===== config.mk =====
export PLATFORM = sky130hd
export DESIGN_NAME = irq_group_encoder
export DESIGN_NICKNAME = d
export VERILOG_FILES = /design/src/rtl/irq_enc_pkg.sv /design/src/rtl/irq_first_set.sv /design/src/rtl/irq_mask_reg.sv /design/src/rtl/irq_per_select.sv /design/src/rtl/irq_id_merge.sv /design/src/rtl/irq_group_encoder.sv
export SDC_FILE = /design/constraint.sdc
export NUM_CORES = 1
export LEC_CHECK = 0
export ABC_AREA = 0
export BUFFER_PORTS_ARGS = -buffer_cell sky130_fd_sc_hd__buf_2
export CORE_MARGIN = 2
export CORE_UTILIZATION = 29
export CTS_CLUSTER_DIAMETER = 100
export CTS_CLUSTER_SIZE = 8
export DETAILED_ROUTE_END_ITERATION = 10
export GPL_TIMING_DRIVEN = 0
export PLACE_DENSITY = 0.58
export RECOVER_POWER = 50
export SKIP_CTS_REPAIR_TIMING = 1
export SYNTH_ARGS = -nofsm -noshare
export SYNTH_HDL_FRONTEND = slang
export SYNTH_SLANG_ARGS = --single-unit

===== constraint.sdc =====
create_clock -name clk_i -period 2.35 [get_ports clk_i]
set_input_delay 0.1175 -clock clk_i [delete_from_list [all_inputs] [get_ports clk_i]]
set_output_delay 0.1175 -clock clk_i [all_outputs]
set_load 0.005 [all_outputs]

===== src/rtl/irq_enc_pkg.sv =====
package irq_enc_pkg;
  localparam int GRP_W  = 2;
  localparam int SRC_W  = 6;
  localparam int ID_W   = GRP_W + SRC_W;
  localparam int NUM_W  = 5;
  localparam int CRIT_N = 4;
  localparam int STAT_W = 32;

  localparam int CRIT_VLD_BIT = 10;
  localparam int CRIT_NUM_LSB = 8;
  localparam int MAIN_VLD_BIT = 21;
  localparam int MAIN_NUM_LSB = 16;
  localparam int PER_VLD_BIT  = 29;
  localparam int PER_NUM_LSB  = 24;

  // reserved codes that stand for a promoted peripheral
  localparam int CRIT_PROMO = 2;
  localparam int MAIN_PROMO = 4;

  typedef enum logic [GRP_W-1:0] {
    GRP_CRIT = 2'd0,
    GRP_MAIN = 2'd1,
    GRP_PER  = 2'd2,
    GRP_DMA  = 2'd3
  } grp_e;
endpackage


===== src/rtl/irq_first_set.sv =====
module irq_first_set #(
  parameter int N = 8,
  parameter int W = 3
) (
  input  logic [N-1:0] vec_i,
  output logic         hit_o,
  output logic [W-1:0] idx_o
);
  always_comb begin
    hit_o = |vec_i;
    idx_o = '0;
    for (int i = N - 1; i >= 0; i--) begin
      if (vec_i[i]) idx_o = W'(i);
    end
  end
endmodule


===== src/rtl/irq_mask_reg.sv =====
module irq_mask_reg #(
  parameter int          W   = 32,
  parameter logic [W-1:0] RST = '1
) (
  input  logic         clk_i,
  input  logic         rst_ni,
  input  logic         we_i,
  input  logic [W-1:0] d_i,
  output logic [W-1:0] q_o
);
  always_ff @(posedge clk_i or negedge rst_ni) begin
    if (!rst_ni)   q_o <= RST;
    else if (we_i) q_o <= d_i;
  end

  // a load lands on the next edge
  a_r2_mask_load: assert property (@(posedge clk_i) disable iff (!rst_ni)
    $past(rst_ni) && $past(we_i) |-> q_o == $past(d_i));
endmodule


===== src/rtl/irq_per_select.sv =====
module irq_per_select import irq_enc_pkg::*; #(
  parameter int PER_N = 32
) (
  input  logic [PER_N-1:0] pend_i,
  input  logic [PER_N-1:0] hi_i,
  input  logic [PER_N-1:0] mid_i,
  output logic             hi_hit_o,
  output logic             mid_hit_o,
  output logic             vld_o,
  output logic [NUM_W-1:0] num_o
);
  logic [PER_N-1:0] hi_vec, mid_vec;
  logic [NUM_W-1:0] hi_idx, mid_idx, any_idx;

  assign hi_vec  = pend_i & hi_i;
  assign mid_vec = pend_i & mid_i & ~hi_i;

  irq_first_set #(.N(PER_N), .W(NUM_W)) i_hi (
    .vec_i(hi_vec), .hit_o(hi_hit_o), .idx_o(hi_idx));
  irq_first_set #(.N(PER_N), .W(NUM_W)) i_mid (
    .vec_i(mid_vec), .hit_o(mid_hit_o), .idx_o(mid_idx));
  irq_first_set #(.N(PER_N), .W(NUM_W)) i_any (
    .vec_i(pend_i), .hit_o(vld_o), .idx_o(any_idx));

  always_comb begin
    if (hi_hit_o)       num_o = hi_idx;
    else if (mid_hit_o) num_o = mid_idx;
    else                num_o = any_idx;
  end
endmodule


===== src/rtl/irq_id_merge.sv =====
module irq_id_merge import irq_enc_pkg::*; #(
  parameter int DMA_W = 4
) (
  input  logic             crit_vld_i,
  input  logic [1:0]       crit_num_i,
  input  logic             main_vld_i,
  input  logic [NUM_W-1:0] main_num_i,
  input  logic             per_vld_i,
  input  logic [NUM_W-1:0] per_num_i,
  input  logic             dma_hit_i,
  input  logic [DMA_W-1:0] dma_idx_i,
  output logic [ID_W-1:0]  id_o,
  output logic             vld_o
);
  logic [SRC_W-1:0] dma_src;
  logic [ID_W-1:0]  per_id;

  assign dma_src = dma_hit_i ? SRC_W'(dma_idx_i) : '1;
  assign per_id  = (per_num_i == '0) ? {GRP_DMA, dma_src}
                                     : {GRP_PER, 1'b0, per_num_i};

  always_comb begin
    vld_o = 1'b1;
    if (crit_vld_i) begin
      id_o = (crit_num_i == 2'(CRIT_PROMO)) ? per_id
                                            : {GRP_CRIT, 4'b0, crit_num_i};
    end else if (main_vld_i) begin
      id_o = (main_num_i == NUM_W'(MAIN_PROMO)) ? per_id
                                                : {GRP_MAIN, 1'b0, main_num_i};
    end else if (per_vld_i) begin
      id_o = per_id;
    end else begin
      id_o  = '0;
      vld_o = 1'b0;
    end
  end
endmodule


===== src/rtl/irq_group_encoder.sv =====
module irq_group_encoder import irq_enc_pkg::*; #(
  parameter int          MAIN_N        = 17,
  parameter int          PER_N         = 32,
  parameter int          DMA_N         = 16,
  parameter logic [31:0] MAIN_MASK_RST = 32'h0001_0fff,
  parameter logic [31:0] PER_MASK_RST  = 32'h7fff_fc00
) (
  input  logic                 clk_i,
  input  logic                 rst_ni,
  input  logic [CRIT_N-1:0]    crit_req_i,
  input  logic [MAIN_N-1:0]    main_req_i,
  input  logic [PER_N-1:0]     per_req_i,
  input  logic [PER_N-1:0]     hi_boost_i,
  input  logic [PER_N-1:0]     mid_boost_i,
  input  logic [DMA_N-1:0]     dma_pend_i,
  input  logic                 main_mask_we_i,
  input  logic [MAIN_N-1:0]    main_mask_d_i,
  input  logic                 per_mask_we_i,
  input  logic [PER_N-1:0]     per_mask_d_i,
  output logic [STAT_W-1:0]    status_o,
  output logic [ID_W-1:0]      irq_id_o,
  output logic                 irq_valid_o
);
  localparam int DMA_W = (DMA_N > 1) ? $clog2(DMA_N) : 1;

  logic [MAIN_N-1:0] main_mask_q, main_en, main_eff;
  logic [PER_N-1:0]  per_mask_q, per_en, per_pend;
  logic [CRIT_N-1:0] crit_eff;

  irq_mask_reg #(.W(MAIN_N), .RST(MAIN_MASK_RST[MAIN_N-1:0])) i_main_mask (
    .clk_i, .rst_ni, .we_i(main_mask_we_i), .d_i(main_mask_d_i), .q_o(main_mask_q));
  irq_mask_reg #(.W(PER_N), .RST(PER_MASK_RST[PER_N-1:0])) i_per_mask (
    .clk_i, .rst_ni, .we_i(per_mask_we_i), .d_i(per_mask_d_i), .q_o(per_mask_q));

  // mask bit order is reversed against source number
  for (genvar n = 0; n < MAIN_N; n++) begin : g_main_en
    assign main_en[n] = ~main_mask_q[MAIN_N-1-n];
  end
  for (genvar n = 0; n < PER_N; n++) begin : g_per_en
    assign per_en[n] = ~per_mask_q[PER_N-1-n];
  end

  assign per_pend = per_req_i & per_en;

  logic             hi_hit, mid_hit, per_vld;
  logic [NUM_W-1:0] per_num;

  irq_per_select #(.PER_N(PER_N)) i_per_sel (
    .pend_i(per_pend), .hi_i(hi_boost_i), .mid_i(mid_boost_i),
    .hi_hit_o(hi_hit), .mid_hit_o(mid_hit), .vld_o(per_vld), .num_o(per_num));

  always_comb begin
    crit_eff             = crit_req_i;
    crit_eff[CRIT_PROMO] = hi_hit;
    main_eff             = main_req_i & main_en;
    main_eff[MAIN_PROMO] = mid_hit & main_en[MAIN_PROMO];
  end

  logic             crit_vld, main_vld, dma_hit;
  logic [1:0]       crit_num;
  logic [NUM_W-1:0] main_num;
  logic [DMA_W-1:0] dma_idx;

  irq_first_set #(.N(CRIT_N), .W(2)) i_crit_enc (
    .vec_i(crit_eff), .hit_o(crit_vld), .idx_o(crit_num));
  irq_first_set #(.N(MAIN_N), .W(NUM_W)) i_main_enc (
    .vec_i(main_eff), .hit_o(main_vld), .idx_o(main_num));
  irq_first_set #(.N(DMA_N), .W(DMA_W)) i_dma_enc (
    .vec_i(dma_pend_i), .hit_o(dma_hit), .idx_o(dma_idx));

  logic [ID_W-1:0]   id_d;
  logic              vld_d;
  logic [STAT_W-1:0] status_d;

  irq_id_merge #(.DMA_W(DMA_W)) i_merge (
    .crit_vld_i(crit_vld), .crit_num_i(crit_num),
    .main_vld_i(main_vld), .main_num_i(main_num),
    .per_vld_i(per_vld),   .per_num_i(per_num),
    .dma_hit_i(dma_hit),   .dma_idx_i(dma_idx),
    .id_o(id_d), .vld_o(vld_d));

  always_comb begin
    status_d                                  = '0;
    status_d[CRIT_VLD_BIT]                    = crit_vld;
    status_d[CRIT_NUM_LSB +: 2]               = crit_num;
    status_d[MAIN_VLD_BIT]                    = main_vld;
    status_d[MAIN_NUM_LSB +: NUM_W]           = main_num;
    status_d[PER_VLD_BIT]                     = per_vld;
    status_d[PER_NUM_LSB +: NUM_W]            = per_num;
  end

  always_ff @(posedge clk_i or negedge rst_ni) begin
    if (!rst_ni) begin
      status_o    <= '0;
      irq_id_o    <= '0;
      irq_valid_o <= 1'b0;
    end else begin
      status_o    <= status_d;
      irq_id_o    <= id_d;
      irq_valid_o <= vld_d;
    end
  end


  a_r10_vld_flags: assert property (@(posedge clk_i) disable iff (!rst_ni)
    irq_valid_o == (status_o[CRIT_VLD_BIT] | status_o[MAIN_VLD_BIT] | status_o[PER_VLD_BIT]));
  a_r10_idle_zero: assert property (@(posedge clk_i) disable iff (!rst_ni)
    !irq_valid_o |-> irq_id_o == '0);

  a_r7_crit_id: assert property (@(posedge clk_i) disable iff (!rst_ni)
    status_o[CRIT_VLD_BIT] && status_o[CRIT_NUM_LSB +: 2] != 2'(CRIT_PROMO)
    |-> irq_id_o == {GRP_CRIT, 4'b0, status_o[CRIT_NUM_LSB +: 2]});
  a_r7_main_id: assert property (@(posedge clk_i) disable iff (!rst_ni)
    !status_o[CRIT_VLD_BIT] && status_o[MAIN_VLD_BIT] &&
    status_o[MAIN_NUM_LSB +: NUM_W] != NUM_W'(MAIN_PROMO)
    |-> irq_id_o == {GRP_MAIN, 1'b0, status_o[MAIN_NUM_LSB +: NUM_W]});

  a_r8_crit_redirect: assert property (@(posedge clk_i) disable iff (!rst_ni)
    status_o[CRIT_VLD_BIT] && status_o[CRIT_NUM_LSB +: 2] == 2'(CRIT_PROMO)
    |-> status_o[PER_VLD_BIT] && irq_id_o[ID_W-1]);
  a_r8_main_redirect: assert property (@(posedge clk_i) disable iff (!rst_ni)
    !status_o[CRIT_VLD_BIT] && status_o[MAIN_VLD_BIT] &&
    status_o[MAIN_NUM_LSB +: NUM_W] == NUM_W'(MAIN_PROMO)
    |-> status_o[PER_VLD_BIT] && irq_id_o[ID_W-1]);

  a_r11_crit_latency: assert property (@(posedge clk_i) disable iff (!rst_ni)
    $past(rst_ni) |-> status_o[CRIT_VLD_BIT] ==
    $past(crit_req_i[3] | crit_req_i[1] | crit_req_i[0] | hi_hit));
endmodule


==> flow_summary_export.csv <==
group,metric,value,unit
clocking,cts_root_buffer,"clkbuf_16",
die,die_w,145.1,um
worst_setup_path,cp_common_cell,"a32oi_2",
finish,nets,1040,
yosys,async_reset_ff_frac,1.000,
finish,final_cell_mix,"buf_2, mux2_2, dfrtp_1",
sta,period_share,1.219,
yosys,synth_top_area_frac,0.1690,
yosys,ys_ff_latch,73,
sta,hold_ws,-0.007163,ns
worst_setup_path,critPathMaxStageDelay,0.55,ns
die,start_util,0.2957,
clocking,clk_pin_slew,0.07,ns
global_routing,grt_max_degree,42,
sta,setup_ws,-0.5142,ns
sta,rsz0062_at_grt,"true",
sta,fin_setup_tns,-3.609,ns
finish,final_common_cell,"buf_2",
worst_setup_path,crit_chain,"and4bb_4 -> nor4_4 -> nand4_4 -> o21ai_0 -> nand3_1 -> a32oi_2 -> nor2_2 -> nor2_4 -> inv_4 -> a32oi_2 -> o31ai_2",
global_routing,met3_usage,0.03742,
yosys,synthTopCellsByArea,"dfrtp_1, dfstp_2, mux2_2, nor2b_1, nand3b_1",
route,dr.pass1.iters,5,
finish,stdcell_count,1124,
global_routing,busiest_layer,"met2",
route,drtIter0Drc,228,
global_routing,grt_pass1_wl,28730,um
pwr,pwr_density_cell,533.9,mW/mm^2
finish,design_area,0.008114,mm^2
yosys,yosysWarnings,0,
global_routing,antenna_found_initial,0,
pwr,finalPower,4.332,mW
yosys,synth-edff-count,0,
place,post_dp_cell_area,0.007262,mm^2
finish,syn_to_final_growth,40.52,%
sta,finalHoldViolations,10,
place,routabilityCongestion,0.8344,
sta,skew,0.006422,ns
place,placedCellCount,1068,
worst_setup_path,r2r_slack,-0.51,ns
worst_setup_path,crit_family,"simple AND/OR/NAND/NOR gates",
sta,tightest_slew,1.958,ns
global_routing,first_global_vias,5399,
global_routing,grt_overflow_total,0,
route,drc,0,
route,wl_per_cell,16.88,um
yosys,synth_cells,581,
pwr,p_leak,3.544,nW
die,fp.dieH,145.1,um
job,maxCapViolations,1,
place,dp_hpwl,15330,um
sta,max_clock_freq,0.3491,GHz
clocking,clk-insertion-delay-late,0.35,ns
die,core,0.01953,mm^2
worst_setup_path,crit_type,"reg -> reg",
die,ios,227,
route,vias,5620,
clocking,clock-sinks,73,
place,io_buffers,205,
global_routing,grt_use_total,0.1718,
status,status,"finished, violations left",
clocking,cts.htree.levels,3,
sta,slew_violations,34,
yosys,avgSynthCellArea,9.939,um^2
global_routing,met1_usage,0.2214,
worst_hold_path,hp-class,"in -> reg",
yosys,synthesis.area,0.005774,mm^2
worst_setup_path,crit_arrival,3.09,ns
clocking,cts_tree,"done",
worst_setup_path,slowest_stage,"dfstp_2",
finish,layout-drive-gt1-share,0.4878,
route,ant_nets,0,
die,dieArea,0.02106,mm^2
pwr,ir_drop,367.7,uV
clocking,max-clock-path-buffers,2,
yosys,seq_area_frac_synth,0.3237,
sta,setup_violations,10,
worst_setup_path,crit_buf_inv,1,
yosys,synth_ff_type,"dfrtp_1",
worst_setup_path,crit_fanout,6,
die,rows,51,
route,wl,18970,um
sta,slew-limit-headroom,-0.3053,
clocking,cts_made_buffers,9,
finish,antenna_cells,0,
worst_setup_path,critPathLaunchType,"register",
worst_setup_path,cp.required,2.58,ns
yosys,synth_top_area_cell,"dfrtp_1",
sta,fin_crit,2.864,ns
yosys,synth_cell_type_count,93,
global_routing,met2_usage,0.2912,
route,vias_per_cell,5.000,
worst_setup_path,critPathCaptureType,"register",
status,violations,"negative hold slack, max-capacitance violations, max-slew violations, negative setup slack",
## Yosys cell counts (all sizes together) (5+ instances only)
cell	n
inv	24
o21ai	19
nor4bb	13
nand2	31
a211oi	8
nand4bb	7
o211ai	9
o21bai	8
dfrtp	39
nor3	20
nand3	14
nor4	15
a21oi	21
nand3b	28
dfstp	34
nor2b	37
nand2b	27
buf	21
and4bb	17
o31ai	8
mux2	47
a2111oi	5
nand4	17
a32oi	5
and2	5
nor2	35
## kinds of logic after synthesis
family / after synthesis / synth area share
buffers and inverters: 47 / 0.04160
other: 1 / 0.0006494
and+or+nand+nor: 289 / 0.3779
AOI/OAI and AO/OA: 124 / 0.1645
muxes: 47 / 0.09166
DFF: 73 / 0.3237
## layout make-up
cell class                      count  area (um^2)
Fill cell                        1950        11410
Multi-Input combinational cell    477         3995
Sequential cell                    73         1869
Timing Repair Buffer              246         1390
Tap cell                          265        331.6
Clock buffer                        9        225.2
Buffer                             23        150.1
Inverter                           24        92.59
Clock inverter                      7        60.06
## metal layers
metal,vias to the layer above,wire length (um)
li1,2761,-
met1,2616,8439
met2,221,9029
met3,22,1207
met4,0,295
met5,-,0
## per-stage QoR
stage | setup slack (ns) | utilization
floorplan | -0.1170 | -
global placement | -0.7292 | 0.3708
detailed placement | -0.7437 | 0.3719
CTS | -0.8054 | 0.3865
global route | -0.6461 | 0.4155
finish | -0.5142 | 0.4155
## flip-flops by register name (all words and copies together) (netlist names)
register         flops
i_main_mask.q_o     17
i_per_mask.q_o      32
irq_id_o             8
irq_valid_o          1
status_o            15
## worst paths after layout
path                                            startpoint                               to  cells after the start
setup / recovery            i_per_mask.q_o[23]$_DFFE_PN1P_            irq_id_o[4]$_DFF_PN0_                     11
max in group asynchronous                           rst_ni   i_per_mask.q_o[23]$_DFFE_PN1P_                      3
min in group asynchronous                           rst_ni  i_main_mask.q_o[12]$_DFFE_PN0P_                      2
hold / removal                           main_mask_d_i[12]  i_main_mask.q_o[12]$_DFFE_PN0P_                      2
hold reg to reg            i_main_mask.q_o[15]$_DFFE_PN0P_  i_main_mask.q_o[15]$_DFFE_PN0P_                      1
setup reg to reg            i_per_mask.q_o[23]$_DFFE_PN1P_            irq_id_o[4]$_DFF_PN0_                     11
## power by group
group / total, mW / switching [mW] / internal, mW
Sequential: 1.50 / 0.0789 / 1.42
Combinational: 1.46 / 0.744 / 0.711
Clock: 1.38 / 0.644 / 0.734
Total: 4.33 / 1.47 / 2.86
## worst reg2reg max path: cells and delay by family (launching register included)
kind / cells / cell delay [ns]
DFF: 1 / 0.55
buffers and inverters: 1 / 0.08
and+or+nand+nor: 6 / 1.30
AOI/OAI and AO/OA: 4 / 0.80
Power figures use the tool's default switching activity.
